### config.mk
export PLATFORM = sky130hd
export DESIGN_NAME = irq_pipe_ctrl
export DESIGN_NICKNAME = d
export VERILOG_FILES = /design/src/rtl/irq_pipe_pkg.sv /design/src/rtl/irq_edge_latch.sv /design/src/rtl/irq_recognize.sv /design/src/rtl/irq_nest_track.sv /design/src/rtl/irq_pipe_ctrl.sv
export SDC_FILE = /design/constraint.sdc
export NUM_CORES = 1
export LEC_CHECK = 0
export ABC_CLOCK_PERIOD_IN_PS = 5200
export BUFFER_PORTS_ARGS = -buffer_cell sky130_fd_sc_hd__buf_4
export CORE_MARGIN = 8
export CORE_UTILIZATION = 60
export DETAILED_ROUTE_END_ITERATION = 10
export PLACE_DENSITY_LB_ADDON = 0.15
export SLEW_MARGIN = 20
export SYNTH_ARGS = -nofsm -noshare
export SYNTH_HDL_FRONTEND = slang
export SYNTH_SLANG_ARGS = --single-unit
### constraint.sdc
create_clock -name clk -period 5.2 [get_ports clk]
set_input_delay 1.04 -clock clk [delete_from_list [all_inputs] [get_ports clk]]
set_output_delay 1.04 -clock clk [all_outputs]
set_load 0.02 [all_outputs]
### src/rtl/irq_pipe_pkg.sv
package irq_pipe_pkg;
  typedef enum logic [1:0] {
    REG_PEND = 2'd0,
    REG_MASK = 2'd1,
    REG_CTRL = 2'd2,
    REG_NEST = 2'd3
  } irq_reg_e;

  localparam int CTRL_GIE_BIT  = 0;
  localparam int CTRL_NEST_BIT = 1;
endpackage

### src/rtl/irq_edge_latch.sv
module irq_edge_latch #(
  parameter int N_EXT = 4,
  parameter int N_IRQ = 8
) (
  input  logic             clk,
  input  logic             rst_n,
  input  logic [N_EXT-1:0] ext_lines,
  input  logic             timer_line,
  input  logic             sw_we,
  input  logic [N_IRQ-1:0] sw_data,
  input  logic             gie,
  input  logic [N_IRQ-1:0] clr_vec,
  output logic [N_IRQ-1:0] pend
);
  localparam int N_HW = N_EXT + 1;

  logic [N_HW-1:0]  hw_now, hw_prev;
  logic [N_IRQ-1:0] rise;

  assign hw_now = {timer_line, ext_lines};
  assign rise   = N_IRQ'(hw_now & ~hw_prev);

  always_ff @(posedge clk) begin
    if (!rst_n) begin
      hw_prev <= '0;
      pend    <= '0;
    end else begin
      hw_prev <= hw_now;
      if (!gie) pend <= '0;
      else      pend <= ((sw_we ? sw_data : pend) | rise) & ~clr_vec;
    end
  end

  // a disabled controller holds nothing pending
  p_pend_drop_r9: assert property (@(posedge clk) disable iff (!rst_n)
    !gie |=> pend == '0);

  // software-written bits stick unless taken at that same edge
  p_sw_set_r3: assert property (@(posedge clk) disable iff (!rst_n)
    (gie && sw_we) |=> ((pend | $past(clr_vec)) & $past(sw_data)) == $past(sw_data));
endmodule

### src/rtl/irq_recognize.sv
module irq_recognize #(
  parameter int N_IRQ = 8,
  localparam int IW = $clog2(N_IRQ)
) (
  input  logic             clk,
  input  logic             rst_n,
  input  logic [N_IRQ-1:0] pend,
  input  logic [N_IRQ-1:0] mask_q,
  input  logic             gie,
  input  logic [N_IRQ-1:0] nest_block,
  input  logic             busy,
  output logic [N_IRQ-1:0] clr_vec,
  output logic             rec_valid,
  output logic [IW-1:0]    rec_idx
);
  logic [N_IRQ-1:0] mask_eff, cand;
  logic [IW-1:0]    winner;
  logic             fire;

  assign cand = pend & mask_eff & ~nest_block & {N_IRQ{gie}};
  assign fire = (|cand) && !busy;

  always_comb begin
    winner = '0;
    for (int i = N_IRQ - 1; i >= 0; i--)
      if (cand[i]) winner = IW'(i);
  end

  assign clr_vec = fire ? (N_IRQ'(1) << winner) : '0;

  always_ff @(posedge clk) begin
    if (!rst_n) begin
      mask_eff  <= '0;
      rec_valid <= 1'b0;
      rec_idx   <= '0;
    end else begin
      mask_eff  <= mask_q;
      rec_valid <= fire;
      rec_idx   <= winner;
    end
  end

  // the mask seen by recognition lags the architected mask by one edge
  p_mask_lag_r4: assert property (@(posedge clk) disable iff (!rst_n)
    rec_valid |-> ((($past(mask_q, 2)) >> rec_idx) & N_IRQ'(1)) != '0);
endmodule

### src/rtl/irq_nest_track.sv
module irq_nest_track #(
  parameter int N_IRQ = 8,
  localparam int IW = $clog2(N_IRQ)
) (
  input  logic             clk,
  input  logic             rst_n,
  input  logic             enter,
  input  logic [IW-1:0]    enter_idx,
  input  logic             rti,
  input  logic             nest_mode,
  output logic [N_IRQ-1:0] nest,
  output logic [N_IRQ-1:0] block
);
  logic [N_IRQ-1:0] top_bit, popped;

  assign top_bit = nest & (~nest + N_IRQ'(1));
  assign popped  = rti ? (nest & ~top_bit) : nest;

  always_ff @(posedge clk) begin
    if (!rst_n) nest <= '0;
    else        nest <= popped | (enter ? (N_IRQ'(1) << enter_idx) : '0);
  end

  for (genvar j = 0; j < N_IRQ; j++) begin : g_block
    assign block[j] = nest_mode ? (|nest[j:0]) : (|nest);
  end

  // a return removes exactly one active level
  p_rti_pop_r8: assert property (@(posedge clk) disable iff (!rst_n)
    (rti && !enter && nest != '0) |=> $countones(nest) == $countones($past(nest)) - 1);

  // an entered level is recorded
  p_enter_mark_r7: assert property (@(posedge clk) disable iff (!rst_n)
    enter |=> ((nest >> $past(enter_idx)) & N_IRQ'(1)) != '0);
endmodule

### src/rtl/irq_pipe_ctrl.sv
module irq_pipe_ctrl
  import irq_pipe_pkg::*;
#(
  parameter int N_EXT      = 4,
  parameter int N_IRQ      = 8,
  parameter int VEC_W      = 12,
  parameter int VEC_BASE   = 32,
  parameter int VEC_STRIDE = 8,
  localparam int IW = $clog2(N_IRQ)
) (
  input  logic             clk,
  input  logic             rst_n,
  input  logic [N_EXT-1:0] ext_irq,
  input  logic             timer_irq,
  input  logic [1:0]       reg_addr,
  input  logic [N_IRQ-1:0] reg_wdata,
  input  logic             reg_we,
  output logic [N_IRQ-1:0] reg_rdata,
  input  logic             rti,
  output logic             br_valid,
  output logic [VEC_W-1:0] br_vector,
  output logic             push_pc,
  output logic             push_status
);
  localparam logic [IW-1:0]    LAST_STATUS = IW'(N_EXT);
  localparam logic [VEC_W-1:0] VBASE       = VEC_W'(VEC_BASE);
  localparam logic [VEC_W-1:0] VSTEP       = VEC_W'(VEC_STRIDE);

  logic [N_IRQ-1:0] mask_q, pend, clr_vec, nest, nest_block;
  logic             gie_q, nmode_q;
  logic             rec_valid, br1_q, br_q;
  logic [IW-1:0]    rec_idx, br1_idx, br_idx_q;
  logic             we_pend, we_mask, we_ctrl;

  assign we_pend = reg_we && (reg_addr == REG_PEND);
  assign we_mask = reg_we && (reg_addr == REG_MASK);
  assign we_ctrl = reg_we && (reg_addr == REG_CTRL);

  irq_edge_latch #(.N_EXT(N_EXT), .N_IRQ(N_IRQ)) u_latch (
    .clk(clk), .rst_n(rst_n), .ext_lines(ext_irq), .timer_line(timer_irq),
    .sw_we(we_pend), .sw_data(reg_wdata), .gie(gie_q), .clr_vec(clr_vec),
    .pend(pend)
  );

  irq_recognize #(.N_IRQ(N_IRQ)) u_rec (
    .clk(clk), .rst_n(rst_n), .pend(pend), .mask_q(mask_q), .gie(gie_q),
    .nest_block(nest_block), .busy(rec_valid | br1_q), .clr_vec(clr_vec),
    .rec_valid(rec_valid), .rec_idx(rec_idx)
  );

  irq_nest_track #(.N_IRQ(N_IRQ)) u_nest (
    .clk(clk), .rst_n(rst_n), .enter(br1_q), .enter_idx(br1_idx),
    .rti(rti), .nest_mode(nmode_q), .nest(nest), .block(nest_block)
  );

  always_ff @(posedge clk) begin
    if (!rst_n) begin
      mask_q    <= '0;
      gie_q     <= 1'b0;
      nmode_q   <= 1'b0;
      br1_q     <= 1'b0;
      br1_idx   <= '0;
      br_q      <= 1'b0;
      br_idx_q  <= '0;
      reg_rdata <= '0;
    end else begin
      if (we_mask) mask_q <= reg_wdata;
      if (we_ctrl) begin
        gie_q   <= reg_wdata[CTRL_GIE_BIT];
        nmode_q <= reg_wdata[CTRL_NEST_BIT];
      end
      br1_q    <= rec_valid;
      br1_idx  <= rec_idx;
      br_q     <= br1_q;
      br_idx_q <= br1_idx;
      case (irq_reg_e'(reg_addr))
        REG_PEND: reg_rdata <= pend;
        REG_MASK: reg_rdata <= mask_q;
        REG_CTRL: begin
          reg_rdata                <= '0;
          reg_rdata[CTRL_GIE_BIT]  <= gie_q;
          reg_rdata[CTRL_NEST_BIT] <= nmode_q;
        end
        default:  reg_rdata <= nest;
      endcase
    end
  end

  assign br_valid    = br_q;
  assign push_pc     = br_q;
  assign push_status = br_q && (br_idx_q <= LAST_STATUS);
  assign br_vector   = br_q ? (VBASE + VEC_W'(br_idx_q) * VSTEP) : '0;

  // only one request travels the recognize/branch stages at a time
  p_one_in_flight_r11: assert property (@(posedge clk) disable iff (!rst_n)
    $onehot0({rec_valid, br1_q, br_q}));

  // a recognized request reaches the first branch stage with its index
  p_rec_to_branch_r2: assert property (@(posedge clk) disable iff (!rst_n)
    rec_valid |=> (br1_q && br1_idx == $past(rec_idx)));

  // a status push never comes without a PC push
  p_status_with_pc_r6: assert property (@(posedge clk) disable iff (!rst_n)
    push_status |-> push_pc);

  // nothing is recognized while globally disabled
  p_quiet_when_off_r9: assert property (@(posedge clk) disable iff (!rst_n)
    !gie_q |=> !rec_valid);
endmodule

-- Word level (Yosys, flattened, before mapping)
Index checks and enable logic that the tools add are counted.
- $add $sub $neg: 2
- magnitude comparators: 1
- eq/ne operators: 2
- shifts and indexed selects: 2
- mux-type cells: 21
- bitwise logic cells: 15
- reductions and logical operators: 16
- operator list (cell ; count):
    $and A8 B8 Y8 ; 6
    $mux W8 ; 4
    $not A8 Y8 ; 4
    $mux W3 ; 8
    $pmux W8 S3 ; 1
    $or A8 B8 Y8 ; 2
    $reduce_or A8 Y1 ; 2
    $shl A1 B3 Y8 const A ; 2
    $add A8 B1 Y8 const B ; 1
    $and A5 B8 Y8 ; 1
    $not A5 Y8 ; 1
    $add A6 B6 Y7 const A ; 1
    $mux W1 ; 7
    $mux W7 ; 1
    $reduce_or A7 Y1 ; 1
    $reduce_or A6 Y1 ; 1
    $logic_and A1 B1 Y1 ; 5
    $reduce_or A5 Y1 ; 1
    $reduce_or A4 Y1 ; 1
    $le A3 B3 Y1 const B ; 1
    $reduce_or A3 Y1 ; 1
    $eq A2 B1 Y1 const B ; 1
    $eq A2 B2 Y1 const B ; 1
    $logic_not A2 Y1 ; 1
    4 further kinds ; 4
- register bits after elaboration: 59
- input port bits: 19
- output and inout bits: 23
- logic and storage cells: 73

-- Depth between registers and ports, before layout
Gate-level depths: netlist (run 1).
- depth in word-level cells: 17
- mapped depth: 7

-- Cells and area by module
Synthesis (run 1) repeated with hierarchy kept, for this count alone.
- cells, all modules: 269
- area total of the unflattened synthesis: 2683.8 sq um
- modules (own cells, without submodules) (module ; instances ; cells an instance ; area each (sq um) ; sequential area each (sq um)):
    irq_pipe_ctrl ; 1 ; 112 ; 1177.4 ; 520.5
    irq_recognize ; 1 ; 61 ; 578.1 ; 240.2
    irq_edge_latch ; 1 ; 41 ; 470.5 ; 260.2
    irq_nest_track ; 1 ; 55 ; 457.9 ; 160.2

-- Worst setup path after synthesis (run 1)
Ideal clock, no wire load.
- path type: in2reg
- start point: in reg_addr[0]
- end point: reg u_latch.pend[4]
- setup time: 0.115 ns
- arrival time: 2.140 ns
- data required time: 5.085 ns
- slack: 2.946 ns
- stages: 6
- path buffers: 2
- cell sequence: clkbuf_1 -> nor3b_1 -> buf_2 -> mux2i_1 -> a21oi_1 -> o21a_1
- cells in the longest elaborated chain, start to end: 5
- RTL lines (item ; RTL line ; source):
    start: declaration ; irq_pipe_ctrl.sv:15 ; input logic [1:0] reg_addr,
    $logic_not A2 Y1 ; irq_pipe_ctrl.sv:35 ; assign we_pend = reg_we && (reg_addr == REG_PEND);
    $logic_and A1 B1 Y1 ; irq_pipe_ctrl.sv:35 ;
    $mux W8 ; irq_edge_latch.sv:30 ; else pend <= ((sw_we ? sw_data : pend) | rise) & ~clr_vec;
    $or A8 B8 Y8 ; irq_edge_latch.sv:30 ;
    $and A8 B8 Y8 ; irq_edge_latch.sv:30 ;
    end signal: assignment ; irq_edge_latch.sv:30 ;
    end: declaration ; irq_edge_latch.sv:13 ; output logic [N_IRQ-1:0] pend
Every way passes these cells.
A chain may end at the register's enable or synchronous reset.

-- Worst setup path in the final report (run 1)
- start point: reg br_q (netlist: br_valid)
- end point: out br_vector[5]
- cells in the longest elaborated chain, start to end: 1
- RTL lines (item ; RTL line ; source):
    start: declaration ; irq_pipe_ctrl.sv:31 ; logic rec_valid, br1_q, br_q;
    start signal: assignment ; irq_pipe_ctrl.sv:74 ; br_q <= br1_q;
    $mux W7 ; irq_pipe_ctrl.sv:92 ; assign br_vector = br_q ? (VBASE + VEC_W'(br_idx_q) * VSTEP) : '0;
    end: declaration ; irq_pipe_ctrl.sv:21 ; output logic [VEC_W-1:0] br_vector,
Every way passes these cells.

==> qor.csv, run 1 <==
metric,value,unit
FF-to-FF Start,u_nest.nest[6],
"top cells by count, synth","59 x dfxtp_1, 38 x and2_1, 22 x nor2b_1, 20 x mux2i_1, 13 x nand3_1",
Synth cell types,50,
Mapped Area,2670,um2
final hold viol count,0,
Max Cap Violations,0,
1st-pass router iterations,4,
Final nets,329,
number of synthesized flops with an enable pin,0,
Syn Inst Count,281,
Synth Flop Type,dfxtp_1,
P_leak,1.30,nW
CP endpoint kind,output port,
routed wire length,5850,um
clk_lat worst skew,0.34,ns
# H-tree levels,3,
Ant. Diodes,0,
Via Count,2048,
antenna-violating nets left,0,
hpwl dp,4240,um
Die Wd,82.7,um
status,finished clean,
power consumption,0.926,mW
Fin Setup TNS,0,ns
"CTS clk-pin slew, worst paths",0.06,ns
Max Freq,481,MHz
final instance area,3080,um2
HP Class,register to register,
Post-DP Area,2890,um2
core area,4320,um2
vias in the first global route,1913,
Initial Util,61.7,%
Avg WL per Cell,16.0,um
Async SR Flop Fraction,0,%
most common cell in the netlist,dfxtp_1,
arrival time worst endpoint,1.04,ns
period utilization,40.0,%
CTS Buf Count,9,
Tmin final,2.08,ns
io pins,42,
"slowest stage delay, CP",0.40,ns
ratio of cells with drive above 1 in the final layout,17.8,%
Synth area leader,dfxtp_1,
filler instances,356,
#FFs+latches synth,59,
row cnt,24,
Final Hold Slack,0.428,ns
"Max FO, Critical Path",7,
CTS tree,built,
Mean Syn Cell Area,9.49,um2
min-delay src,u_rec.rec_idx[0],
die extent in y,82.7,um
unrepaired setup endpoints after global routing,false,
clk sink count,59,
PD cells,300,nW/um2
largest net degree at the start of global routing,54,
Setup Buffers After CTS,0,
Synth area leaders,"dfxtp_1 44%, and2_1 8.9%, mux2i_1 7.5%, nor2b_1 5.2%, buf_4 2.5%",
total track usage,18.7,%
Final Core Density,71.3,%
crit path kind,register to output port,
CTS Hold Bufs,0,
critical path startpoint category,register,
Residual DRC,0,
register area share after synthesis,44.3,%
initial antenna violation count,0,
CTS resizes,0,
worst vdd ir,0.192,mV
setup violation total in the final timing report,0,
first-pass GRT wire length,9520,um
critical path buffer and inverter count,1,
root buffer cell,clkbuf_8,
CP max-delay cell,dfxtp_1,
Crit. Startpoint,br_valid,
data required time of the worst path,4.16,ns
cells along the critical path,"nor2b_1, buf_4",
Avg Vias per Cell,5.60,
global placer's final weighted congestion,0.842,
top-area cell type share of the netlist area,44.3,%
Max Slew Vio Count,0,
Layout area overhead,15.6,%
port bufs,33,
Rel. slew slack,61.4,%
"Largest delay share family, worst path",flip-flops,
Yosys warnings,0,
worst slew pin tran,0.578,ns
DR iter-0 viols,198,
Setup Skew,0.00888,ns
DIE AREA,6840,um2
GR Overflow Total,0,
clk buf depth,2,
==> layout by cell type (no fill, tap or decap), types with 3 or more instances in the layout <==
cell type / instances
dfxtp_1: 59
and2_1: 38
buf_4: 34
nor2b_1: 22
mux2i_1: 20
nand3_1: 13
o21ai_0: 12
nor2_1: 12
clkbuf_8: 11
inv_1: 8
nand2_1: 8
conb_1: 8
a21oi_1: 5
nand2b_1: 5
nor3_1: 4
a21boi_0: 4
a221oi_1: 4
o2111ai_1: 3
o21a_1: 3
==> stage by stage <==
step	instances	setup slack, ns
6_report	366	3.12
5_1_grt	366	3.02
4_1_cts	366	3.10
3_5_place_dp	351	2.95
2_1_floorplan	288	2.95
3_3_place_gp	351	3.01
==> cell type report <==
cell class / count / area, um2 / share of cell area, %
Clock buffer: 13 / 159 / 5.15
Clock inverter: 2 / 35.0 / 1.14
Inverter: 8 / 30.0 / 0.974
Multi-Input combinational cell: 198 / 1360 / 44.1
Sequential cell: 59 / 1180 / 38.3
Tap cell: 52 / 65.1 / 2.11
Timing Repair Buffer: 34 / 255 / 8.28
==> where the power goes <==
part,internal (mW),switching (mW)
Clock,0.244,0.165
Sequential,0.459,0.00462
Combinational,0.0239,0.0289
==> state kept, by name (all words and copies together) (netlist names) <==
register,count
gie_q,1
nmode_q,1
u_rec.rec_valid,1
u_nest.nest,8
br1_idx,3
u_rec.mask_eff,8
u_rec.rec_idx,3
br1_q,1
br_valid,1
br_idx_q,3
u_latch.pend,8
u_latch.hw_prev,5
mask_q,8
reg_rdata,8
==> worst paths after layout <==
check,endpoint,slack (ns),depth (start not counted)
max reg2reg,u_latch.pend[5],3.21,5
min reg2reg,br1_idx[0],0.43,1
min,br1_idx[0],0.43,1
max,br_vector[5],3.12,2
==> worst register-to-register path, delay by kind of cell (launching register included) <==
kind               cells  cell delay [ns]
DFF                    1             0.39
and+or+nand+nor        2             0.58
AOI/OAI and AO/OA      3             0.95
==> logic make-up after synthesis <==
family	Yosys count	synth area share, %
other cells	1	0.141
flops	59	44.3
simple gates	115	25.5
compound gates	53	15.1
mux	22	9.19
buf+inv	31	5.77
==> metal layers <==
| metal | vias to the layer above | global-route usage [%] | part of all wire, % |
|---|---|---|---|
| met1 | 943 | 24.4 | 45 |
| met4 | 0 | 8.28 | 1.6 |
| met3 | 8 | 4.44 | 6.9 |
| met2 | 71 | 28.6 | 47 |
| li1 | 1026 | - | - |
| met5 | - | 0 | 0 |
Note: power is estimated with default switching activity, not from simulation.
==> run 2, diff against run 1 <==
--- a/config.mk
+++ b/config.mk
@@ -5,10 +5,10 @@
 export SDC_FILE = /design/constraint.sdc
 export NUM_CORES = 1
 export LEC_CHECK = 0
-export ABC_CLOCK_PERIOD_IN_PS = 5200
+export ABC_CLOCK_PERIOD_IN_PS = 1690
 export BUFFER_PORTS_ARGS = -buffer_cell sky130_fd_sc_hd__buf_4
 export CORE_MARGIN = 8
-export CORE_UTILIZATION = 60
+export CORE_UTILIZATION = 50
 export DETAILED_ROUTE_END_ITERATION = 10
 export PLACE_DENSITY_LB_ADDON = 0.15
 export SLEW_MARGIN = 20
==> constraint.sdc (replaced) <==
create_clock -name clk -period 1.69 [get_ports clk]
set_input_delay 0.338 -clock clk [delete_from_list [all_inputs] [get_ports clk]]
set_output_delay 0.338 -clock clk [all_outputs]
set_load 0.02 [all_outputs]
==> run 2 against run 1 <==
The run now ends with setup timing left. Sequential power rose to 3.1 times the previous value. Clock skew down 0.0010 ns. Wire length up 13%. Worst hold slack worse by 0.22 ns. Combinational power rose to 3.5 times the previous value. Highest routed layer unchanged.
==> qor.csv, run 2 (synthesis results as in run 1) <==
metric,value,unit,change
clk sink count,59,,unchanged
Fin Setup TNS,-0.0219,ns,was 0 ns
Max Cap Violations,0,,unchanged
worst vdd ir,0.582,mV,was 0.192 mV
first-pass GRT wire length,10400,um,was 9520 um
global placer's final weighted congestion,0.866,,was 0.842
row cnt,26,,was 24
Setup Skew,0.00786,ns,was 0.00888 ns
switching share of total power,23.3,%,was 21.4%
Max Slew Vio Count,0,,unchanged
status,"complete, but fails checks",,was finished clean
DIE AREA,7930,um2,was 6840 um2
clk buf depth,2,,unchanged
routed wire length,6630,um,was 5850 um
Final Hold Slack,0.209,ns,was 0.428 ns
slack of the critical path,-0.0140,ns,was 3.12 ns
1st-pass router iterations,4,,unchanged
"Max FO, Critical Path",5,,was 7
FF-to-FF End,u_latch.pend[2],,was u_latch.pend[5]
Pint,2.10,mW,was 0.727 mW
Ant. Diodes,0,,unchanged
Final Core Density,67.2,%,was 71.3%
HP Class,input pin to register,,was register to register
critical path startpoint category,register,,unchanged
Tmin final,1.70,ns,
core area,5140,um2,was 4320 um2
unrepaired setup endpoints after global routing,true,,was false
area of the multi-input gates,1510,um2,was 1360 um2
CTS Buf Count,9,,unchanged
antenna-violating nets left,0,,unchanged
"slowest stage delay, CP",0.45,ns,was 0.40 ns
"CTS clk-pin slew, worst paths",0.07,ns,was 0.06 ns
reg2reg path depth,5,,unchanged
DRT met1 WL,3170,um,was 2630 um
Post-DP Area,3070,um2,was 2890 um2
io pins,42,,unchanged
Initial Util,51.9,%,was 61.7%
Avg WL per Cell,16.1,um,was 16.0 um
total track usage,17.6,%,was 18.7%
die extent in y,89.0,um,was 82.7 um
filler instances,466,,was 356
FF-to-FF Start,u_nest.nest[7],,was u_nest.nest[6]
PD cells,794,nW/um2,was 300 nW/um2
vias in the first global route,2156,,was 1913
Register Area,1190,um2,was 1180 um2
clock power share,41.4,%,was 44.2%
hpwl dp,4490,um,was 4240 um
min-delay src,timer_irq,,was u_rec.rec_idx[0]
setup violation total in the final timing report,2,,was 0
clk_lat worst skew,0.34,ns,about the same
Hold Crit Depth,2,,was 1
DR iter-0 viols,97,,was 198
final instance area,3450,um2,was 3080 um2
Max Freq,587,MHz,
# H-tree levels,3,,unchanged
CTS Hold Bufs,0,,unchanged
placed cells,390,,was 351
most frequent cells in the layout,"58 x buf_4, 53 x dfxtp_1, 38 x and2_1",,"was 59 x dfxtp_1, 38 x and2_1, 34 x buf_4"
data required time of the worst path,1.94,ns,was 4.16 ns
Flop pwr share,51.8,%,was 50.1%
Layout area overhead,29.5,%,was 15.6%
Avg Vias per Cell,5.35,,was 5.60
port bufs,33,,unchanged
CTS tree,built,,unchanged
Gate power share,6.8,%,was 5.7%
cells along the critical path,"nor4_4, buf_6, a31oi_4, or3_4, a311oi_2",,"was nor2b_1, buf_4"
hold endpoint,u_latch.hw_prev[4],,was br1_idx[0]
CP max-delay cell,or3_4,,was dfxtp_1
ratio of cells with drive above 1 in the final layout,31.4,%,was 17.8%
Top Layer Used,met4,,unchanged
failing checks,setup timing,,
number of non-filler instances in the completed layout,411,,was 366
GR Overflow Total,0,,unchanged
met3 WL post-DR,381,um,was 404 um
power consumption,2.74,mW,was 0.926 mW
P_leak,1.45,nW,was 1.30 nW
arrival time worst endpoint,1.95,ns,was 1.04 ns
Setup WS pre-CTS,-0.0607,ns,was 2.95 ns
"most common cell after layout, fill and taps aside",buf_4,,was dfxtp_1
final hold viol count,0,,unchanged
Residual DRC,0,,unchanged
metal2 WL,2940,um,was 2720 um
Via Count,2197,,was 2048
largest net degree at the start of global routing,35,,was 54
period utilization,101,%,
Final nets,355,,was 329
root buffer cell,clkbuf_8,,unchanged
crit path kind,register to register,,was register to output port
FF-to-FF setup slack,-0.01,ns,was 3.21 ns
CP endpoint kind,register,,was output port
Sw Pwr,0.640,mW,was 0.198 mW
Die Wd,89.0,um,was 82.7 um
initial antenna violation count,0,,unchanged
-- run 2: layout make-up --
cell class | instances | share of cell area, %
Tap cell | 70 | 2.54
Sequential cell | 59 | 34.6
Clock buffer | 14 | 4.71
Inverter | 8 | 0.869
Timing Repair Buffer | 60 | 13.3
Clock inverter | 2 | 0.290
Multi-Input combinational cell | 198 | 43.8
-- run 2: critical path: cells and delay by family (launching register included) --
| kind | cells | cell delay (ns) |
|---|---|---|
| compound gates | 2 | 0.34 |
| buf+inv | 1 | 0.17 |
| flops | 1 | 0.36 |
| simple gates | 2 | 0.73 |
-- run 2: power groups by stage --
stage,logic [mW],clock network [mW],registers [mW]
after detailed placement,0.180,0,1.45
after floorplan,0.119,0,1.45
final,0.187,1.14,1.42
after global placement,0.178,0,1.45
after CTS,0.184,1.15,1.42
after global routing,0.203,1.23,1.42
-- run 2: what timing repair did --
| item | 4_1_cts | 5_1_grt |
|---|---|---|
| buffers inserted | 1 | 4 |
| setup endpoints to repair | 3 | 12 |
| gates resized for setup | 9 | 28 |
| pin swaps | 2 | 8 |
| hold endpoints to repair | 0 | 0 |
-- run 2: how the worst max path moves through the flow --
stage / startpoint / endpoint / depth (start not counted)
after floorplan: u_nest.nest[0] / u_latch.pend[6] / 7
after global placement: nmode_q / u_latch.pend[4] / 6
after detailed placement: u_nest.nest[7] / u_latch.pend[6] / 6
after CTS: u_nest.nest[5] / u_latch.pend[6] / 8
after global routing: u_nest.nest[7] / u_latch.pend[6] / 8
final: u_nest.nest[7] / u_latch.pend[2] / 5
-- run 2: metal layers --
layer	up-vias	global-route usage, %
met1	1050	22.4
li1	1081	-
met5	-	0
met2	54	26.5
met3	12	5.33
met4	0	8.01
==> run 3, diff against run 2 <==
--- a/config.mk
+++ b/config.mk
@@ -8,8 +8,10 @@
 export ABC_CLOCK_PERIOD_IN_PS = 1690
 export BUFFER_PORTS_ARGS = -buffer_cell sky130_fd_sc_hd__buf_4
 export CORE_MARGIN = 8
-export CORE_UTILIZATION = 50
+export CORE_UTILIZATION = 53
+export CTS_BUF_LIST = sky130_fd_sc_hd__clkbuf_4 sky130_fd_sc_hd__clkbuf_8
 export DETAILED_ROUTE_END_ITERATION = 10
+export GPL_TIMING_DRIVEN = 1
 export PLACE_DENSITY_LB_ADDON = 0.15
 export SLEW_MARGIN = 20
 export SYNTH_ARGS = -nofsm -noshare
==> run 3 against run 2 <==
The flow now finishes without violations. Wire length about the same. Non-clock buffer count is the same. Combinational power about the same. Critical path depth unchanged. Clock skew fell by 0.00073 ns. Sequential cell count unchanged. Worst hold slack lost 0.0037 ns. Clock power increased by 26%. Global-route usage is 0.73 points higher. Sequential power about the same. Final cell count unchanged. First-iteration DRC count is 140% higher.
==> qor.csv, run 3 (synthesis results as in run 1) <==
metric,value,unit,change
status,finished clean,,"was complete, but fails checks"
crit path kind,register to register,,unchanged
routed wire length,6620,um,was 6630 um
FF-to-FF setup slack,0.008,ns,was -0.01 ns
CTS Buf Count,9,,unchanged
final hold viol count,0,,unchanged
largest net degree at the start of global routing,34,,was 35
Avg WL per Cell,16.1,um,about the same
Fin Setup TNS,0,ns,was -0.0219 ns
clk buf depth,2,,unchanged
Initial Util,53.6,%,was 51.9%
Final nets,355,,unchanged
CP endpoint kind,register,,unchanged
# H-tree levels,3,,unchanged
Avg Vias per Cell,5.38,,was 5.35
ratio of cells with drive above 1 in the final layout,31.7,%,was 31.4%
FF-to-FF Start,u_nest.nest[7],,unchanged
final instance area,3500,um2,was 3450 um2
setup violation total in the final timing report,0,,was 2
Via Count,2213,,was 2197
row cnt,26,,unchanged
PD cells,869,nW/um2,was 794 nW/um2
antenna-violating nets left,0,,unchanged
DR iter-0 viols,233,,was 97
Post-DP Area,3090,um2,was 3070 um2
Layout area overhead,31.3,%,was 29.5%
core area,4980,um2,was 5140 um2
Residual DRC,0,,unchanged
Max Slew Vio Count,0,,unchanged
hold endpoint,u_latch.hw_prev[3],,was u_latch.hw_prev[4]
min-delay src,ext_irq[3],,was timer_irq
unrepaired setup endpoints after global routing,true,,unchanged
Tmin final,1.68,ns,was 1.70 ns
Hold Crit Depth,2,,unchanged
Final Core Density,70.4,%,was 67.2%
Pint,2.36,mW,was 2.10 mW
most frequent cells in the layout,"58 x buf_4, 53 x dfxtp_1, 38 x and2_1",,unchanged
"CTS clk-pin slew, worst paths",0.07,ns,about the same
switching share of total power,22.4,%,was 23.3%
Sw Pwr,0.683,mW,was 0.640 mW
"Max FO, Critical Path",5,,unchanged
GR Overflow Total,0,,unchanged
CTS tree,built,,unchanged
vias in the first global route,2144,,was 2156
port bufs,33,,unchanged
FF-to-FF End,u_latch.pend[2],,unchanged
reg2reg path depth,5,,unchanged
clk sink count,59,,unchanged
Flop pwr share,46.6,%,was 51.8%
Final Hold Slack,0.206,ns,was 0.209 ns
P_leak,1.46,nW,was 1.45 nW
global placer's final weighted congestion,0.894,,was 0.866
initial antenna violation count,0,,unchanged
Max Cap Violations,0,,unchanged
critical path startpoint category,register,,unchanged
period utilization,99.5,%,was 101%
HP Class,input pin to register,,unchanged
io pins,42,,unchanged
1st-pass router iterations,4,,unchanged
hpwl dp,4540,um,was 4490 um
root buffer cell,clkbuf_8,,unchanged
clock power share,47.3,%,was 41.4%
placed cells,392,,was 390
Die Wd,86.9,um,was 89.0 um
DIE AREA,7560,um2,was 7930 um2
die extent in y,86.9,um,was 89.0 um
worst vdd ir,0.673,mV,was 0.582 mV
arrival time worst endpoint,1.94,ns,was 1.95 ns
clk_lat worst skew,0.34,ns,about the same
number of non-filler instances in the completed layout,411,,unchanged
Ant. Diodes,0,,unchanged
Gate power share,6.1,%,was 6.8%
Max Freq,594,MHz,was 587 MHz
first-pass GRT wire length,10500,um,was 10400 um
total track usage,18.3,%,was 17.6%
"most common cell after layout, fill and taps aside",buf_4,,unchanged
Setup Skew,0.00713,ns,was 0.00786 ns
data required time of the worst path,1.95,ns,was 1.94 ns
## run 3: metrics by stage
step	power (mW)	setup slack (ns)
floorplan	1.57	0.0472
global placement	1.63	-0.0179
detailed placement	1.63	-0.0731
CTS	3.06	0.00172
global route	3.15	-0.0565
finish	3.04	0.00784
## run 3: final cells by class
class | count | area [um2]
timing repair buffer | 60 | 467
inverter | 8 | 30.0
sequential | 59 | 1190
multi-input combinational | 198 | 1500
fill | 415 | 1480
clock buffer | 10 | 138
clock inverter | 6 | 88.8
tap | 70 | 87.6
## run 3: layer usage
metal  global-route usage (%)  share of wire [%]  vias to the layer above
li1                         -                  -                     1079
met1                     22.1                 45                     1058
met2                     28.4                 46                       68
met3                     6.89                6.6                        8
met4                     7.51                2.2                        0
met5                        0                  0                        -
## run 3: power by group through the flow
stage               logic (mW)  clock network (mW)  registers, mW
floorplan                0.119                   0           1.45
global placement         0.177                   0           1.45
detailed placement       0.179                   0           1.45
CTS                      0.182                1.46           1.42
global route             0.202                1.53           1.42
finish                   0.185                1.44           1.42
## run 3: worst max-delay path, stage by stage (launching register included)
cell      delay (ns)
dfxtp_4         0.37
nor4_4          0.28
buf_6           0.16
a31oi_4         0.13
or3_4           0.45
a311oi_2        0.20
## run 3: how the worst max path moves through the flow
stage / from / endpoint / slack, ns / depth (start not counted)
finish: u_nest.nest[7] / u_latch.pend[2] / 0.008 / 5
global route: u_nest.nest[6] / u_latch.pend[6] / -0.06 / 7
CTS: u_nest.nest[2] / u_latch.pend[6] / 0.002 / 6
detailed placement: u_nest.nest[4] / u_latch.pend[4] / -0.07 / 7
global placement: u_nest.nest[6] / u_latch.pend[4] / -0.02 / 7
floorplan: u_nest.nest[0] / u_latch.pend[6] / 0.05 / 7
## run 3: repair_timing
item | CTS | global route
endpoints found under the setup margin | 5 | 10
pin swaps | 5 | 14
hold buffers | 0 | 0
gates resized for setup | 12 | 22
setup buffers | 1 | 3
